[src/rtl/tod_pkg.sv]
package tod_pkg;

    localparam int SEC_W      = 48;
    localparam int NS_W       = 30;
    localparam int BUS_W      = 32;
    localparam int SEC_HI_W   = SEC_W - BUS_W;
    localparam int ADDR_W     = 2;
    localparam int NEG_WIN    = 16;
    localparam int NS_PER_SEC_I = 1_000_000_000;

    localparam logic [NS_W-1:0] NS_PER_SEC = NS_W'(NS_PER_SEC_I);
    localparam logic [NS_W-1:0] NEG_START  = NS_W'((1 << NS_W) - NEG_WIN);

    typedef enum logic [1:0] {
        ACT_IDLE  = 2'd0,
        ACT_SAVE  = 2'd1,
        ACT_LOAD  = 2'd2,
        ACT_DELTA = 2'd3
    } tod_act_e;

    typedef enum logic [ADDR_W-1:0] {
        REG_NS     = 2'd0,
        REG_SEC_LO = 2'd1,
        REG_SEC_HI = 2'd2,
        REG_ACTION = 2'd3
    } tod_reg_e;

    typedef struct packed {
        logic [SEC_W-1:0] sec;
        logic [NS_W-1:0]  ns;
    } tod_t;

endpackage

[src/rtl/tod_access_regs.sv]
module tod_access_regs
    import tod_pkg::*;
(
    input  logic                clk,
    input  logic                rst,
    input  logic                wr_en,
    input  logic [ADDR_W-1:0]   wr_addr,
    input  logic [BUS_W-1:0]    wr_data,
    input  logic                save_en,
    input  tod_t                save_val,
    output logic [SEC_HI_W-1:0] sec_hi_q,
    output logic [BUS_W-1:0]    sec_lo_q,
    output logic [NS_W-1:0]     ns_q,
    output tod_act_e            act_q
);

    logic act_wr;
    assign act_wr = wr_en && (wr_addr == REG_ACTION);

    // Command register: one-shot, falls back to idle unless rewritten
    always_ff @(posedge clk) begin
        if (rst) begin
            act_q <= ACT_IDLE;
        end else if (act_wr) begin
            act_q <= tod_act_e'(wr_data[1:0]);
        end else begin
            act_q <= ACT_IDLE;
        end
    end

    // Staging registers: a capture takes precedence over software writes
    always_ff @(posedge clk) begin
        if (rst) begin
            sec_hi_q <= '0;
            sec_lo_q <= '0;
            ns_q     <= '0;
        end else if (save_en) begin
            sec_hi_q <= save_val.sec[SEC_W-1:BUS_W];
            sec_lo_q <= save_val.sec[BUS_W-1:0];
            ns_q     <= save_val.ns;
        end else if (wr_en) begin
            case (wr_addr)
                REG_NS:     ns_q     <= wr_data[NS_W-1:0];
                REG_SEC_LO: sec_lo_q <= wr_data;
                REG_SEC_HI: sec_hi_q <= wr_data[SEC_HI_W-1:0];
                default:    ;
            endcase
        end
    end

endmodule

[src/rtl/tod_next_time.sv]
module tod_next_time
    import tod_pkg::*;
#(
    parameter int NOM_INC = 8
) (
    input  tod_t            cur,
    input  logic            tick,
    input  logic            corr_valid,
    input  logic            corr_slow,
    input  logic            apply_delta,
    input  logic [NS_W-1:0] offset,
    output tod_t            nxt
);

    localparam int SW  = NS_W + 3;
    localparam int EXT = SW - NS_W;
    localparam logic signed [SW-1:0] ONE_SEC   = SW'(NS_PER_SEC_I);
    localparam logic signed [SW-1:0] HALF_SEC  = SW'(NS_PER_SEC_I / 2);
    localparam logic signed [SW-1:0] NEG_FLOOR = SW'(-NEG_WIN);
    localparam logic signed [SW-1:0] INC_NOM   = SW'(NOM_INC);

    logic signed [SW-1:0] cur_s;
    logic signed [SW-1:0] inc_s;
    logic signed [SW-1:0] off_s;
    logic signed [SW-1:0] off_sel;
    logic signed [SW-1:0] sum_s;
    logic                 off_ok;

    always_comb begin
        // a field in the top window is a small negative count
        if (cur.ns >= NEG_START) begin
            cur_s = {{EXT{1'b1}}, cur.ns};
        end else begin
            cur_s = {{EXT{1'b0}}, cur.ns};
        end

        off_s  = {{EXT{offset[NS_W-1]}}, offset};
        off_ok = apply_delta && (off_s < HALF_SEC) && (off_s > -HALF_SEC);
        off_sel = off_ok ? off_s : {SW{1'b0}};

        if (!tick) begin
            inc_s = {SW{1'b0}};
        end else if (!corr_valid) begin
            inc_s = INC_NOM;
        end else if (corr_slow) begin
            inc_s = INC_NOM - SW'(1);
        end else begin
            inc_s = INC_NOM + SW'(1);
        end

        sum_s = cur_s + inc_s + off_sel;

        nxt = cur;
        if (sum_s >= ONE_SEC) begin
            nxt.ns  = NS_W'(sum_s - ONE_SEC);
            nxt.sec = cur.sec + 1'b1;
        end else if (sum_s < NEG_FLOOR) begin
            nxt.ns  = NS_W'(sum_s + ONE_SEC);
            nxt.sec = cur.sec - 1'b1;
        end else begin
            nxt.ns  = sum_s[NS_W-1:0];
        end
    end

endmodule

[src/rtl/tod_clock.sv]
module tod_clock
    import tod_pkg::*;
#(
    parameter int NOM_INC = 8
) (
    input  logic                clk,
    input  logic                rst,
    input  logic                tick,
    input  logic                corr_valid,
    input  logic                corr_slow,
    input  logic                wr_en,
    input  logic [1:0]          wr_addr,
    input  logic [31:0]         wr_data,
    output logic [15:0]         acc_sec_hi,
    output logic [31:0]         acc_sec_lo,
    output logic [29:0]         acc_ns,
    output logic [1:0]          act_pend,
    output logic [47:0]         live_sec,
    output logic [29:0]         live_ns
);

    tod_t     live_q;
    tod_t     step_nxt;
    tod_t     staged;
    tod_act_e act_q;

    tod_access_regs u_regs (
        .clk      (clk),
        .rst      (rst),
        .wr_en    (wr_en),
        .wr_addr  (wr_addr),
        .wr_data  (wr_data),
        .save_en  (act_q == ACT_SAVE),
        .save_val (live_q),
        .sec_hi_q (acc_sec_hi),
        .sec_lo_q (acc_sec_lo),
        .ns_q     (acc_ns),
        .act_q    (act_q)
    );

    tod_next_time #(.NOM_INC(NOM_INC)) u_step (
        .cur         (live_q),
        .tick        (tick),
        .corr_valid  (corr_valid),
        .corr_slow   (corr_slow),
        .apply_delta (act_q == ACT_DELTA),
        .offset      (acc_ns),
        .nxt         (step_nxt)
    );

    assign staged.sec = {acc_sec_hi, acc_sec_lo};
    assign staged.ns  = acc_ns;

    always_ff @(posedge clk) begin
        if (rst) begin
            live_q <= '0;
        end else if (act_q == ACT_LOAD) begin
            live_q <= staged;
        end else begin
            live_q <= step_nxt;
        end
    end

    assign act_pend = act_q;
    assign live_sec = live_q.sec;
    assign live_ns  = live_q.ns;

endmodule

[config.mk]
export PLATFORM = sky130hd
export DESIGN_NAME = tod_clock
export DESIGN_NICKNAME = d
export VERILOG_FILES = /design/src/rtl/tod_pkg.sv /design/src/rtl/tod_access_regs.sv /design/src/rtl/tod_next_time.sv /design/src/rtl/tod_clock.sv
export SDC_FILE = /design/constraint.sdc
export NUM_CORES = 1
export LEC_CHECK = 0
export BUFFER_PORTS_ARGS = -buffer_cell sky130_fd_sc_hd__buf_4
export CELL_PAD_IN_SITES_DETAIL_PLACEMENT = 1
export CELL_PAD_IN_SITES_GLOBAL_PLACEMENT = 2
export CORE_ASPECT_RATIO = 0.7
export CORE_UTILIZATION = 25
export DETAILED_ROUTE_END_ITERATION = 12
export GPL_TIMING_DRIVEN = 0
export HOLD_SLACK_MARGIN = 0.12
export PLACE_DENSITY_LB_ADDON = 0.1
export SETUP_SLACK_MARGIN = 0.3
export SLEW_MARGIN = 0
export SYNTH_ARGS = -nofsm -noshare
export SYNTH_HDL_FRONTEND = slang
export SYNTH_HIERARCHICAL = 1
export SYNTH_SLANG_ARGS = --single-unit
[constraint.sdc]
create_clock -name clk -period 8.92 [get_ports clk]
set_clock_uncertainty 0.15 [all_clocks]
set_input_delay 0.892 -clock clk [delete_from_list [all_inputs] [get_ports clk]]
set_output_delay 0.892 -clock clk [all_outputs]
set_load 0.01 [all_outputs]
==> key figures <==
STA
  – Final Hold Fails: 0
  – Hold Slack: around 0.35 ns
  – Fmax: around 120 MHz
  – Worst slew pin tran: between 1 and 1.5 ns
  – Worst slew margin: 0.281
  – Slew Viols, Final: 0
  – Total negative slack: 0 ns
  – Unrepaired setup endpoints after global routing: false
  – Final Critical Period: 8.27 ns
  – Setup violators final: 0
  – Tcrit/Tclk final: 0.927

Power
  – Design Power: approximately 1.8 mW
  – Comb pwr share: 0.127
  – Internal power: 1.33 mW
  – VDD IR max: 116 uV
  – LEAKAGE: between 6 and 7 nW
  – Switch Pwr: between 0.5 and 0.6 mW
  – Clk network pwr share: 0.458
  – Pwr dens: 115 mW/mm^2
  – Sw Share: 0.275
  – Reg power frac: 0.415

Clock tree
  – CTS Buf Count: 17
  – Max clock buf depth: 2
  – Clock-pin slew on the worst setup and hold paths: 0.07 ns
  – Clock sinks: roughly 160
  – CTS tree: yes
  – Number of H-tree levels: 4
  – Worst-skew pair later-pin latency: ~0.45 ns
  – Clk root buf: clkbuf_16

Synth
  – Yosys top cell area share: 0.247
  – Syn_nets: roughly 1.7k
  – Synth area leaders: dfxtp_1 25%, nand4bb_1 6.8%, a221oi_2 6.1%, ha_1 6.0%, nand2_1 4.9%
  – Most frequent cells after synthesis: 166 x nand2_1, 158 x dfxtp_1, 108 x a21oi_1, 108 x inv_1, 95 x o21ai_0
  – Post-synth top area cell: dfxtp_1
  – Number of synthesized flops with an enable pin: 0
  – Synthesized area per cell: 7.99 um^2
  – Synth Warn #: 6
  – Synthesized cell area: ~0.013 mm^2
  – Count leader, synth: nand2_1
  – Cell variety after synth: just under 90
  – #FFs+latches synth: approximately 160
  – Sequential-to-total area share from yosys stat: 0.247
  – Main synth FF type: dfxtp_1
  – Post-synth ARST share: 0
  – Post-Synthesis Cells: about 1.6k

Drt
  – DR vias/cell: approximately 5.4
  – Antenna-violating nets left: 0
  – Routed vias: around 14k
  – First-iteration detailed-routing DRC count: approximately 1k
  – Pre-Repair DR Iteration Count: 5
  – DRT met1 WL: about 34000 um
  – WL met2: about 25000 um
  – DR WL/cell: ~25 um
  – WL final: 62600 um
  – Met3 WL: 3280 um
  – Remaining DRCs: 0
  – Top routing layer in use: met4

Final layout
  – Inserted Diodes: 0
  – Filler cell count: between 5k and 6k
  – Core Util, Final: 0.316
  – Area Growth Syn to Fin: 24.9%
  – Layout cell share with drive strength beyond 1: 0.203
  – Fin area: 0.0160 mm^2
  – Fin nets: roughly 1.9k

Setup path
  – Worst Setup Path Type: flop to flop
  – Startpoint Class: flop
  – Critical path endpoint category: flop
  – Slowest stage delay, CP: 0.53 ns
  – Crit path max fanout: 10
  – Worst EP required: roughly 9 ns
  – WP data arrival: 8.50 ns
  – Crit-path slowest cell: a221oi_1

Die
  – Rows: 69
  – Die Y: 191 um
  – Core Region: 0.0507 mm^2
  – Io pins: between 150 and 200
  – Die footprint: about 0.052 mm^2
  – Die X: 273 um
  – Starting Density: 0.253

Global routing
  – GR Util All Layers: 0.236
  – Number of global-route vias before repair: 13.4k
  – Largest net degree at the start of global routing: 17
  – First-pass GRT wire length: 90800 um
  – Congestion Overflow GR: 0
  – Initial antenna violation count: 0

Run status
  – Outcome: finished clean

Worst hold path
  – Hold WC Path Type: flop to flop

Flow run
  – Max Cap Violations: 0

Placement
  – DP HPWL: 50000 um
  – Gpl congestion: ~0.84
  – Placed cell areas: 0.0152 mm^2
  – PortBufs: 196
[placed cells by master, fill, tap and decap left out, types with 7 or more instances in the layout]
master | netlist | final
nor3_1 | 19 | 18
and2_1 | 42 | 42
inv_1 | 108 | 108
nand2_1 | 166 | 166
ha_1 | 62 | 62
o31ai_1 | 8 | 7
o21ai_1 | 37 | 40
a21oi_1 | 108 | 107
buf_1 | 8 | 8
a31oi_1 | 22 | 21
dfxtp_1 | 158 | 158
nand2b_1 | 82 | 82
o21a_1 | 8 | 8
o32ai_1 | 8 | 8
xor2_1 | 50 | 49
a221oi_1 | 28 | 27
nor2_1 | 46 | 46
o21ai_0 | 95 | 92
clkbuf_16 | 0 | 17
and3_1 | 21 | 21
clkbuf_2 | 5 | 13
buf_2 | 15 | 15
xnor2_1 | 39 | 35
a21o_1 | 8 | 8
nand4_1 | 22 | 22
o22ai_1 | 21 | 21
clkbuf_1 | 73 | 65
nand3_1 | 35 | 34
buf_4 | 6 | 209
o211ai_1 | 16 | 16
a211oi_1 | 17 | 14
a221oi_2 | 52 | 52
nand4bb_1 | 78 | 78
nor4_1 | 10 | 9
or3_1 | 16 | 16
[critical path, delay by kind of cell, from the launching register on]
kind | cells | cell delay [ns]
and+or+nand+nor | 7 | 1.32
xor gates and xnor gates | 2 | 0.79
AOI/OAI and AO/OA | 14 | 3.67
DFF | 1 | 0.39
adders and majority gates | 3 | 1.13
buffers and inverters | 2 | 0.71
[registers in the layout, indices dropped and copies added (netlist names)]
name             cells
live_ns             30
u_regs/act_q         2
u_regs/ns_q         30
u_regs/sec_lo_q     32
live_sec            48
u_regs/sec_hi_q     16
[cells by family after synthesis]
family,Yosys count,share of synthesized area
AO/OA/AOI/OAI,482,0.271
XOR/XNOR,89,0.0608
adder cells (fa/ha/maj),67,0.0683
buffers and inverters,221,0.0731
flip-flops,158,0.247
multiplexers,3,0.00244
AND/OR/NAND/NOR,584,0.277
[final cells by class]
type / instances / area (um^2) / share of cell area
inverter: 108 / 405 / 0.0253
clock buffer: 21 / 460 / 0.0287
multi-input combinational: 1225 / 8880 / 0.555
tap: 674 / 843 / 0.0527
sequential: 158 / 3160 / 0.197
timing repair buffer: 203 / 1520 / 0.0951
clock inverter: 10 / 186 / 0.0116
buffer: 113 / 549 / 0.0343
[path summary, 6_finish.rpt]
kind	start	endpoint	slack, ns	cells past startpoint
hold / removal	u_regs/sec_lo_q[27]$_SDFFE_PP0P_	u_regs/sec_lo_q[27]$_SDFFE_PP0P_	0.35	2
setup reg to reg	u_regs/ns_q[1]$_SDFFE_PP0P_	live_ns[29]$_SDFF_PP0_	0.65	28
hold reg to reg	u_regs/sec_lo_q[27]$_SDFFE_PP0P_	u_regs/sec_lo_q[27]$_SDFFE_PP0P_	0.35	2
setup / recovery	u_regs/ns_q[1]$_SDFFE_PP0P_	live_ns[29]$_SDFF_PP0_	0.65	28
[per-stage QoR]
step                      setup slack, ns  std cells
after global routing                0.337       2512
after CTS                           0.408       2508
after detailed placement            -1.50       2475
after global placement              -1.45       2474
after floorplan                      2.31       1604
final                               0.650       2512
[power groups by stage]
stage          clock network [mW]  registers (mW)  logic (mW)
2_1_floorplan                   0           0.771       0.116
5_1_grt                     0.890           0.767       0.251
3_3_place_gp                    0           0.781       0.227
3_5_place_dp                    0           0.781       0.230
6_report                    0.844           0.764       0.233
4_1_cts                     0.863           0.765       0.232
[per-layer routing]
| metal | vias to the layer above | track usage |
|---|---|---|
| met4 | 0 | 0.0404 |
| met5 | - | 0 |
| li1 | 6341 | - |
| met2 | 377 | 0.326 |
| met1 | 6888 | 0.375 |
| met3 | 29 | 0.0382 |
[timing repair]
action,in CTS,in global routing
setup endpoints to repair,69,68
resized for setup,29,11
pin swaps,1,1
hold buffers,0,0
setup buffers,2,4
No activity file was read; power rests on OpenSTA's default activity.
